==> config.mk <==
export PLATFORM = sky130hd
export DESIGN_NAME = crashrec_ctrl
export DESIGN_NICKNAME = d
export VERILOG_FILES = /design/src/rtl/crashrec_pkg.sv /design/src/rtl/crashrec_fill_timer.sv /design/src/rtl/crashrec_lifecycle.sv /design/src/rtl/crashrec_regfile.sv /design/src/rtl/crashrec_ctrl.sv
export SDC_FILE = /design/constraint.sdc
export NUM_CORES = 1
export LEC_CHECK = 0
export ABC_AREA = 1
export BUFFER_PORTS_ARGS = -buffer_cell sky130_fd_sc_hd__buf_2
export CAP_MARGIN = 25
export CELL_PAD_IN_SITES_DETAIL_PLACEMENT = 2
export CELL_PAD_IN_SITES_GLOBAL_PLACEMENT = 2
export CORE_ASPECT_RATIO = 1.75
export CORE_UTILIZATION = 16
export CTS_CLUSTER_SIZE = 20
export DETAILED_ROUTE_END_ITERATION = 16
export PLACE_DENSITY_LB_ADDON = 0.1
export SETUP_SLACK_MARGIN = 0.15
export SYNTH_ARGS = -nofsm -noshare
export SYNTH_HDL_FRONTEND = slang
export SYNTH_HIERARCHICAL = 1
export SYNTH_SLANG_ARGS = --single-unit
==> constraint.sdc <==
create_clock -name clk -period 1.3 [get_ports clk]
set_clock_uncertainty 0.1 [all_clocks]
set_input_delay 0 -clock clk [delete_from_list [all_inputs] [get_ports clk]]
set_output_delay 0 -clock clk [all_outputs]
set_load 0.005 [all_outputs]
==> src/rtl/crashrec_pkg.sv <==
package crashrec_pkg;

  localparam int REC_TYPE = 1;

  // layout 2 status bit positions
  localparam int S2_CLRSUP   = 20;
  localparam int S2_REARMED  = 25;
  localparam int S2_ERROR    = 26;
  localparam int S2_CONSUMED = 27;
  localparam int S2_DISABLED = 28;
  localparam int S2_CLEARED  = 29;
  localparam int S2_BUSY     = 30;
  localparam int S2_COMPLETE = 31;

  typedef struct packed {
    logic complete;
    logic busy;
    logic cleared;
    logic consumed;
    logic error;
    logic rearmed;
    logic disabled;
  } crash_flags_t;

  function automatic logic [31:0] hdr_word(input logic [3:0] acc, input logic [3:0] ver);
    logic [31:0] w;
    w        = '0;
    w[3:0]   = acc;
    w[7:4]   = 4'(REC_TYPE);
    w[19:16] = ver;
    return w;
  endfunction

  function automatic logic [31:0] v2_status(input crash_flags_t f);
    logic [31:0] w;
    w              = '0;
    w[S2_CLRSUP]   = 1'b1;
    w[S2_REARMED]  = f.rearmed;
    w[S2_ERROR]    = f.error;
    w[S2_CONSUMED] = f.consumed;
    w[S2_DISABLED] = f.disabled;
    w[S2_CLEARED]  = f.cleared;
    w[S2_BUSY]     = f.busy;
    w[S2_COMPLETE] = f.complete;
    return w;
  endfunction

  function automatic logic [31:0] v0_word(input crash_flags_t f);
    logic [31:0] w;
    w     = '0;
    w[31] = f.complete;
    w[28] = f.disabled;
    return w;
  endfunction

  function automatic int cnt_bits(input int n);
    return (n < 2) ? 1 : $clog2(n + 1);
  endfunction

endpackage

==> src/rtl/crashrec_fill_timer.sv <==
module crashrec_fill_timer import crashrec_pkg::*; #(
  parameter int CYCLES = 16
) (
  input  logic clk,
  input  logic rst_n,
  input  logic start,
  input  logic abort,
  output logic busy,
  output logic done
);
  localparam int CW = cnt_bits(CYCLES);

  logic [CW-1:0] cnt;

  assign done = busy && (cnt == CW'(1));

  always_ff @(posedge clk) begin
    if (!rst_n) begin
      busy <= 1'b0;
      cnt  <= '0;
    end else if (abort) begin
      busy <= 1'b0;
      cnt  <= '0;
    end else if (start) begin
      busy <= 1'b1;
      cnt  <= CW'(CYCLES);
    end else if (done) begin
      busy <= 1'b0;
      cnt  <= '0;
    end else if (busy) begin
      cnt <= cnt - CW'(1);
    end
  end

  // a running capture always has cycles left to count
  a_r3_count_live: assert property (@(posedge clk) disable iff (!rst_n)
    busy |-> (cnt != '0));

  // a start that is not aborted enters the busy phase
  a_r3_start_busy: assert property (@(posedge clk) disable iff (!rst_n)
    (start && !abort) |=> busy);

endmodule

==> src/rtl/crashrec_lifecycle.sv <==
module crashrec_lifecycle import crashrec_pkg::*; (
  input  logic         clk,
  input  logic         rst_n,
  input  logic         exec_req,
  input  logic         cons_req,
  input  logic         clr_req,
  input  logic         rearm_req,
  input  logic         dis_lvl,
  input  logic         fill_busy,
  input  logic         fill_done,
  output logic         start_ok,
  output crash_flags_t flags
);
  logic complete_q, cleared_q, consumed_q, error_q, rearmed_q;
  logic cons_ok, cons_bad;

  assign start_ok = exec_req && !dis_lvl && !complete_q && !fill_busy && !clr_req;
  assign cons_ok  = cons_req && !clr_req && complete_q && !dis_lvl;
  assign cons_bad = cons_req && !clr_req && !cons_ok;

  always_ff @(posedge clk) begin
    if (!rst_n) begin
      complete_q <= 1'b0;
      cleared_q  <= 1'b0;
      consumed_q <= 1'b0;
      error_q    <= 1'b0;
    end else if (clr_req) begin
      complete_q <= 1'b0;
      consumed_q <= 1'b0;
      error_q    <= 1'b0;
      cleared_q  <= 1'b1;
    end else begin
      if (fill_done) complete_q <= 1'b1;
      if (cons_ok)   consumed_q <= 1'b1;
      if (cons_bad)  error_q    <= 1'b1;
      if (start_ok)  cleared_q  <= 1'b0;
    end
  end

  always_ff @(posedge clk) begin
    if (!rst_n)         rearmed_q <= 1'b0;
    else if (start_ok)  rearmed_q <= 1'b0;
    else if (rearm_req) rearmed_q <= 1'b1;
  end

  always_comb begin
    flags          = '0;
    flags.complete = complete_q;
    flags.busy     = fill_busy;
    flags.cleared  = cleared_q;
    flags.consumed = consumed_q;
    flags.error    = error_q;
    flags.rearmed  = rearmed_q;
    flags.disabled = dis_lvl;
  end

  // timer expiry moves the record to complete
  a_r3_done_completes: assert property (@(posedge clk) disable iff (!rst_n)
    (fill_done && !clr_req) |=> (complete_q && !fill_busy));

  // in progress and complete never coexist
  a_r3_exclusive: assert property (@(posedge clk) disable iff (!rst_n)
    !(complete_q && fill_busy));

  // a request while disabled and idle leaves the timer idle
  a_r4_disabled_idle: assert property (@(posedge clk) disable iff (!rst_n)
    (exec_req && dis_lvl && !fill_busy) |=> !fill_busy);

  // consume without a complete record raises error
  a_r5_reject_error: assert property (@(posedge clk) disable iff (!rst_n)
    (cons_req && !clr_req && !complete_q) |=> error_q);

  // accepted consume marks the record consumed
  a_r5_accept: assert property (@(posedge clk) disable iff (!rst_n)
    (cons_req && !clr_req && complete_q && !dis_lvl) |=> consumed_q);

  // clear effect on the flags and the timer
  a_r6_clear: assert property (@(posedge clk) disable iff (!rst_n)
    clr_req |=> (cleared_q && !complete_q && !consumed_q && !error_q && !fill_busy));

  // an accepted capture drops cleared and rearmed
  a_r7_start_drops: assert property (@(posedge clk) disable iff (!rst_n)
    (exec_req && !dis_lvl && !complete_q && !fill_busy && !clr_req)
      |=> (fill_busy && !cleared_q && !rearmed_q));

endmodule

==> src/rtl/crashrec_regfile.sv <==
module crashrec_regfile import crashrec_pkg::*; #(
  parameter int          LAYOUT_VER  = 2,
  parameter int          ADDR_W      = 8,
  parameter int unsigned CTRL_BASE   = 32,
  parameter logic [3:0]  ACCESS_KIND = 4'd0,
  parameter logic [31:0] RECORD_ID   = 32'h0,
  parameter logic [31:0] BASE_OFS    = 32'h0,
  parameter logic [31:0] LOG_WORDS   = 32'd256
) (
  input  logic              clk,
  input  logic              rst_n,
  input  logic [ADDR_W-1:0] bus_addr,
  input  logic              bus_wr,
  input  logic [31:0]       bus_wdata,
  input  crash_flags_t      flags,
  output logic [31:0]       bus_rdata,
  output logic              dis_lvl,
  output logic              exec_wr,
  output logic              cons_wr,
  output logic              clr_wr,
  output logic              rearm_wr
);
  localparam logic [ADDR_W-1:0] A_HDR  = ADDR_W'(0);
  localparam logic [ADDR_W-1:0] A_ID   = ADDR_W'(4);
  localparam logic [ADDR_W-1:0] A_BASE = ADDR_W'(8);
  localparam logic [ADDR_W-1:0] A_SIZE = ADDR_W'(12);
  localparam logic [ADDR_W-1:0] A_STAT = ADDR_W'(CTRL_BASE);
  localparam logic [ADDR_W-1:0] A_CTRL = ADDR_W'(CTRL_BASE + 32'h14);

  logic        dis_wr, dis_val;
  logic [31:0] stat_rd, ctl_rd;

  generate
    if (LAYOUT_VER == 0) begin : g_combined
      logic sel;
      logic unused_wbits;
      assign sel          = bus_wr && (bus_addr == A_STAT);
      assign exec_wr      = sel && bus_wdata[30];
      assign clr_wr       = sel && bus_wdata[29];
      assign cons_wr      = 1'b0;
      assign rearm_wr     = 1'b0;
      assign dis_wr       = sel;
      assign dis_val      = bus_wdata[28];
      assign stat_rd      = v0_word(flags);
      assign ctl_rd       = '0;
      assign unused_wbits = ^{bus_wdata[31], bus_wdata[27:0]};
    end else begin : g_split
      logic sel;
      logic unused_wbits;
      assign sel          = bus_wr && (bus_addr == A_CTRL);
      assign cons_wr      = sel && bus_wdata[25];
      assign rearm_wr     = sel && bus_wdata[28];
      assign exec_wr      = sel && bus_wdata[29];
      assign clr_wr       = sel && bus_wdata[30];
      assign dis_wr       = sel;
      assign dis_val      = bus_wdata[31];
      assign stat_rd      = v2_status(flags);
      assign ctl_rd       = {dis_lvl, 31'b0};
      assign unused_wbits = ^{bus_wdata[27:26], bus_wdata[24:0]};

      // only the disable level is visible in the control word
      a_r8_ctrl_oneshot: assert property (@(posedge clk) disable iff (!rst_n)
        (bus_addr == A_CTRL) |-> (bus_rdata[30:0] == 31'b0));
    end
  endgenerate

  always_ff @(posedge clk) begin
    if (!rst_n)      dis_lvl <= 1'b0;
    else if (dis_wr) dis_lvl <= dis_val;
  end

  always_comb begin
    case (bus_addr)
      A_HDR:   bus_rdata = hdr_word(ACCESS_KIND, 4'(LAYOUT_VER));
      A_ID:    bus_rdata = RECORD_ID;
      A_BASE:  bus_rdata = BASE_OFS;
      A_SIZE:  bus_rdata = LOG_WORDS;
      A_STAT:  bus_rdata = stat_rd;
      A_CTRL:  bus_rdata = ctl_rd;
      default: bus_rdata = '0;
    endcase
  end

  // disable level moves only on a write to the decoded word
  a_r8_dis_hold: assert property (@(posedge clk) disable iff (!rst_n)
    !bus_wr |=> $stable(dis_lvl));

endmodule

==> src/rtl/crashrec_ctrl.sv <==
module crashrec_ctrl import crashrec_pkg::*; #(
  parameter int          LAYOUT_VER  = 2,
  parameter int          ADDR_W      = 8,
  parameter int unsigned CTRL_BASE   = 32,
  parameter int          FILL_CYCLES = 16,
  parameter logic [3:0]  ACCESS_KIND = 4'd0,
  parameter logic [31:0] RECORD_ID   = 32'h0,
  parameter logic [31:0] BASE_OFS    = 32'h0,
  parameter logic [31:0] LOG_WORDS   = 32'd256
) (
  input  logic              clk,
  input  logic              rst_n,
  input  logic [ADDR_W-1:0] bus_addr,
  input  logic              bus_wr,
  input  logic [31:0]       bus_wdata,
  input  logic              crash_evt,
  output logic [31:0]       bus_rdata
);
  crash_flags_t flags;
  logic dis_lvl, exec_wr, cons_wr, clr_wr, rearm_wr;
  logic exec_req, start_ok, fill_busy, fill_done;

  assign exec_req = exec_wr || crash_evt;

  crashrec_regfile #(
    .LAYOUT_VER (LAYOUT_VER),
    .ADDR_W     (ADDR_W),
    .CTRL_BASE  (CTRL_BASE),
    .ACCESS_KIND(ACCESS_KIND),
    .RECORD_ID  (RECORD_ID),
    .BASE_OFS   (BASE_OFS),
    .LOG_WORDS  (LOG_WORDS)
  ) u_regs (
    .clk      (clk),
    .rst_n    (rst_n),
    .bus_addr (bus_addr),
    .bus_wr   (bus_wr),
    .bus_wdata(bus_wdata),
    .flags    (flags),
    .bus_rdata(bus_rdata),
    .dis_lvl  (dis_lvl),
    .exec_wr  (exec_wr),
    .cons_wr  (cons_wr),
    .clr_wr   (clr_wr),
    .rearm_wr (rearm_wr)
  );

  crashrec_lifecycle u_life (
    .clk      (clk),
    .rst_n    (rst_n),
    .exec_req (exec_req),
    .cons_req (cons_wr),
    .clr_req  (clr_wr),
    .rearm_req(rearm_wr),
    .dis_lvl  (dis_lvl),
    .fill_busy(fill_busy),
    .fill_done(fill_done),
    .start_ok (start_ok),
    .flags    (flags)
  );

  crashrec_fill_timer #(.CYCLES(FILL_CYCLES)) u_fill (
    .clk  (clk),
    .rst_n(rst_n),
    .start(start_ok),
    .abort(clr_wr),
    .busy (fill_busy),
    .done (fill_done)
  );

  // a running capture is never restarted by a new request
  a_r4_no_restart: assert property (@(posedge clk) disable iff (!rst_n)
    (fill_busy && exec_req) |-> !start_ok);

  // clear in the same cycle suppresses any start
  a_r10_clear_wins: assert property (@(posedge clk) disable iff (!rst_n)
    (clr_wr && exec_req) |=> !fill_busy);

endmodule

==> Flow_metrics.wiki <==
{| class="wikitable"
! Metric !! Value
|-
| Status || complete, no violations
|-
| Destination of the worst register-to-register timing path || u_fill/cnt[2]$_SDFFE_PP0P_
|-
| Number of detailed-routing iterations run before antenna repair || 2
|-
| Post-synthesis cell type count || 16
|-
| DIE AREA || roughly 0.0065 sq mm
|-
| Tcrit/Tclk final || 0.8931
|-
| Area Growth Syn to Fin || 49.62%
|-
| Design area || about 0.0015 sq mm
|-
| Clock buffer count from CTS || 3
|-
| Io pins || 76
|-
| Most common cell after layout, fill and taps aside || inv_1
|-
| Placement row count || 37
|-
| Sum of routed wire length over all layers || 3062 microns
|-
| Area of the core || approximately 0.006 sq mm
|-
| Clock tree from TritonCTS || yes
|-
| Cell Area, Placed || about 0.0012 sq mm
|-
| Proportion of layout cells with a drive suffix above 1 || 0.4423
|-
| Clock sinks || 12
|-
| Post-synthesis cell count || roughly 160
|-
| Post-route worst setup slack || 0.1390 ns
|-
| H-Tree Depth || 1
|-
| Wl on met1 || 874 microns
|-
| Total vias in the final route || ~1000
|-
| Max-cap violation count || 0
|-
| Number of global-route vias before repair || 1083
|-
| Min-delay src || bus_wdata[28]
|-
| Endpoint type of the worst setup path || flop
|-
| Count of unresolved DRC violations after routing || 0
|-
| Share of the yosys chip area belonging to registers || 0.2443
|-
| HPWL Detailed || ~2700 microns
|-
| Synth Register Bits || 12
|-
| Vertical die dimension || 105.7 microns
|-
| Hold endpoint || u_life/rearmed_q$_SDFFE_PP0P_
|-
| Static Leakage || 0.7732 nW
|-
| Post-placement setup slack || -0.1664 ns
|-
| Starting Density || 0.1660
|-
| Count of cells along the worst hold path || 5
|-
| Maximum number of pins on one net before global-route repair || 8
|-
| Minimum clock period || 1.161 ns
|-
| Worst EP arrival || between 1 and 1.5 ns
|-
| Most used cells in the layout excluding fill and tap cells || 32 x inv_1, 26 x nor2_1, 25 x buf_2
|-
| Number of antenna violations at the first check in global routing || 0
|-
| Floorplan die width || 61.27 microns
|-
| Worst IR Drop VDD || 379.6 uV
|-
| Number of design-rule violations left by the first detailed-router iteration || 1
|-
| Global routing usage summed across all routing layers || 0.09993
|-
| Power per Cell Area || 714.4 mW/mm^2
|-
| Setup repair after global routing missed its margin || true
|-
| Number of fillers in the final layout || 775
|-
| Count of final hold-check violations || 0
|-
| Average detailed-routed wire length per instance || 10.71 microns
|-
| Worst reg-to-reg setup slack || 0.14 ns
|-
| Final setup vio count || 0
|-
| Global-route wire length before repair || 4692 microns
|-
| Count of synthesis-stage warnings from yosys || 6
|-
| Total of buffers placed on input and output ports || 27
|-
| Highest metal used || met4
|-
| CTS clk-pin slew, worst paths || 0.05 ns
|-
| WS Path Type || reg -> reg
|-
| Sort of element at the start of the critical path || flop
|-
| Total length of routed met2 wires || 1993 microns
|-
| Cell area after synthesis || 983.4 sq um
|-
| Depth of the worst register-to-register path || 6
|-
| Ratio of routed vias to standard cells || between 3 and 4
|-
| Hold Path Class || in -> reg
|-
| Antenna-violating nets left || 0
|-
| Longest Clk Path Bufs || 2
|-
| Remaining Overflow, GRT || 0
|-
| Max Clock Freq || ~0.86 GHz
|-
| Wire length on met3 || roughly 140 microns
|-
| Placer Congestion || 0.6844
|-
| Clock root cell || clkbuf_8
|-
| Critical Path RT || 1.34 ns
|-
| Largest fanout on the critical path || 3
|-
| Post-layout net count || 256
|-
| Avg Inst Size Synth || between 6 and 7 sq um
|-
| Antenna diode count || 0
|-
| Final hold slack || 0.01087 ns
|-
| Clk_lat worst skew || 0.24 ns
|-
| Final number of max-transition violations || 0
|-
| Critical register-to-register path startpoint || u_fill/cnt[0]$_SDFFE_PP0P_
|}
-- layout make-up --
cell class | count | area [sq um] | share of cell area
Inverter | 42 | 170.2 | 0.1156
Timing Repair Buffer | 51 | 336.6 | 0.2287
Sequential cell | 12 | 255.2 | 0.1735
Multi-Input combinational cell | 100 | 570.5 | 0.3878
Clock buffer | 3 | 41.29 | 0.02806
Tap cell | 78 | 97.59 | 0.06633
-- per-layer routing --
metal  GRT usage  vias up
met5           0        -
met4     0.04383        0
met3     0.01472        4
met2      0.2158       28
met1     0.07394      472
li1            -      509
-- worst max-delay path: stages (launching register included) --
cell	delay (ns)
dfxtp_4	0.38
inv_4	0.05
ha_4	0.15
nand2_4	0.05
buf_4	0.11
xor2_1	0.17
nor2_2	0.05
-- per-stage QoR --
step	power, mW	setup TNS, ns	std cells	utilization
2_1_floorplan	0.5886	0	183	-
4_1_cts	1.012	0	279	0.2266
3_3_place_gp	0.6225	-0.2977	273	0.2048
5_1_grt	1.125	0	286	0.2483
3_5_place_dp	0.6313	-0.8747	273	0.2048
6_report	1.051	0	286	0.2483
-- registers in the layout (all words and copies together) (netlist names) --
register / count
u_fill/busy: 1
u_fill/cnt: 5
u_life/cleared_q: 1
u_life/complete_q: 1
u_life/consumed_q: 1
u_life/error_q: 1
u_life/rearmed_q: 1
u_regs/dis_lvl: 1
-- power by group --
| part | switching, mW | internal (mW) | leakage, nW |
|---|---|---|---|
| clock network | 0.138 | 0.204 | 0.0216 |
| registers | 0.0310 | 0.388 | 0.101 |
| logic | 0.160 | 0.129 | 0.650 |
| total | 0.329 | 0.722 | 0.773 |
-- cell usage after synthesis, drive strengths merged --
cell / number / area [sq um]
nand4: 4 / 25.02
conb: 1 / 3.750
a21oi: 3 / 15.01
dfxtp: 12 / 240.2
ha: 2 / 25.02
nor2: 38 / 152.6
nand3: 6 / 35.03
o21ai: 1 / 5.000
nor4: 1 / 6.260
buf: 29 / 217.7
nand2: 22 / 82.58
inv: 42 / 157.7
xor2: 2 / 17.52
-- timing repair --
item / in CTS / in global routing
pin swaps: 7 / 17
buffers inserted: 1 / 7
endpoints found under the setup margin: 9 / 12
gates cloned: 0 / 0
endpoints found under the hold margin: 3 / 0
hold buffers: 2 / 0
resized for setup: 18 / 23
-- cells by family after synthesis --
family / Yosys count / share of synthesized area
fa+ha+maj: 2 / 0.02544
simple gates: 71 / 0.3066
other cells: 1 / 0.003813
flops: 12 / 0.2443
xor+xnor: 2 / 0.01781
buf+inv: 71 / 0.3817
compound gates: 4 / 0.02035
-- worst max path at each step --
| stage | start | endpoint | slack, ns | cells after the start |
|---|---|---|---|---|
| floorplan | bus_addr[7] | u_fill/cnt[2]$_SDFFE_PP0P_ | 0.15 | 14 |
| global placement | bus_addr[3] | u_fill/cnt[2]$_SDFFE_PP0P_ | -0.06 | 15 |
| detailed placement | bus_addr[3] | u_fill/cnt[1]$_SDFFE_PP0P_ | -0.17 | 15 |
| CTS | u_fill/cnt[1]$_SDFFE_PP0P_ | u_fill/cnt[4]$_SDFFE_PP0P_ | 0.09 | 9 |
| global route | bus_addr[3] | u_fill/cnt[1]$_SDFFE_PP0P_ | 0.07 | 15 |
| finish | u_fill/cnt[0]$_SDFFE_PP0P_ | u_fill/cnt[2]$_SDFFE_PP0P_ | 0.14 | 6 |
Power figures use the tool's default switching activity.
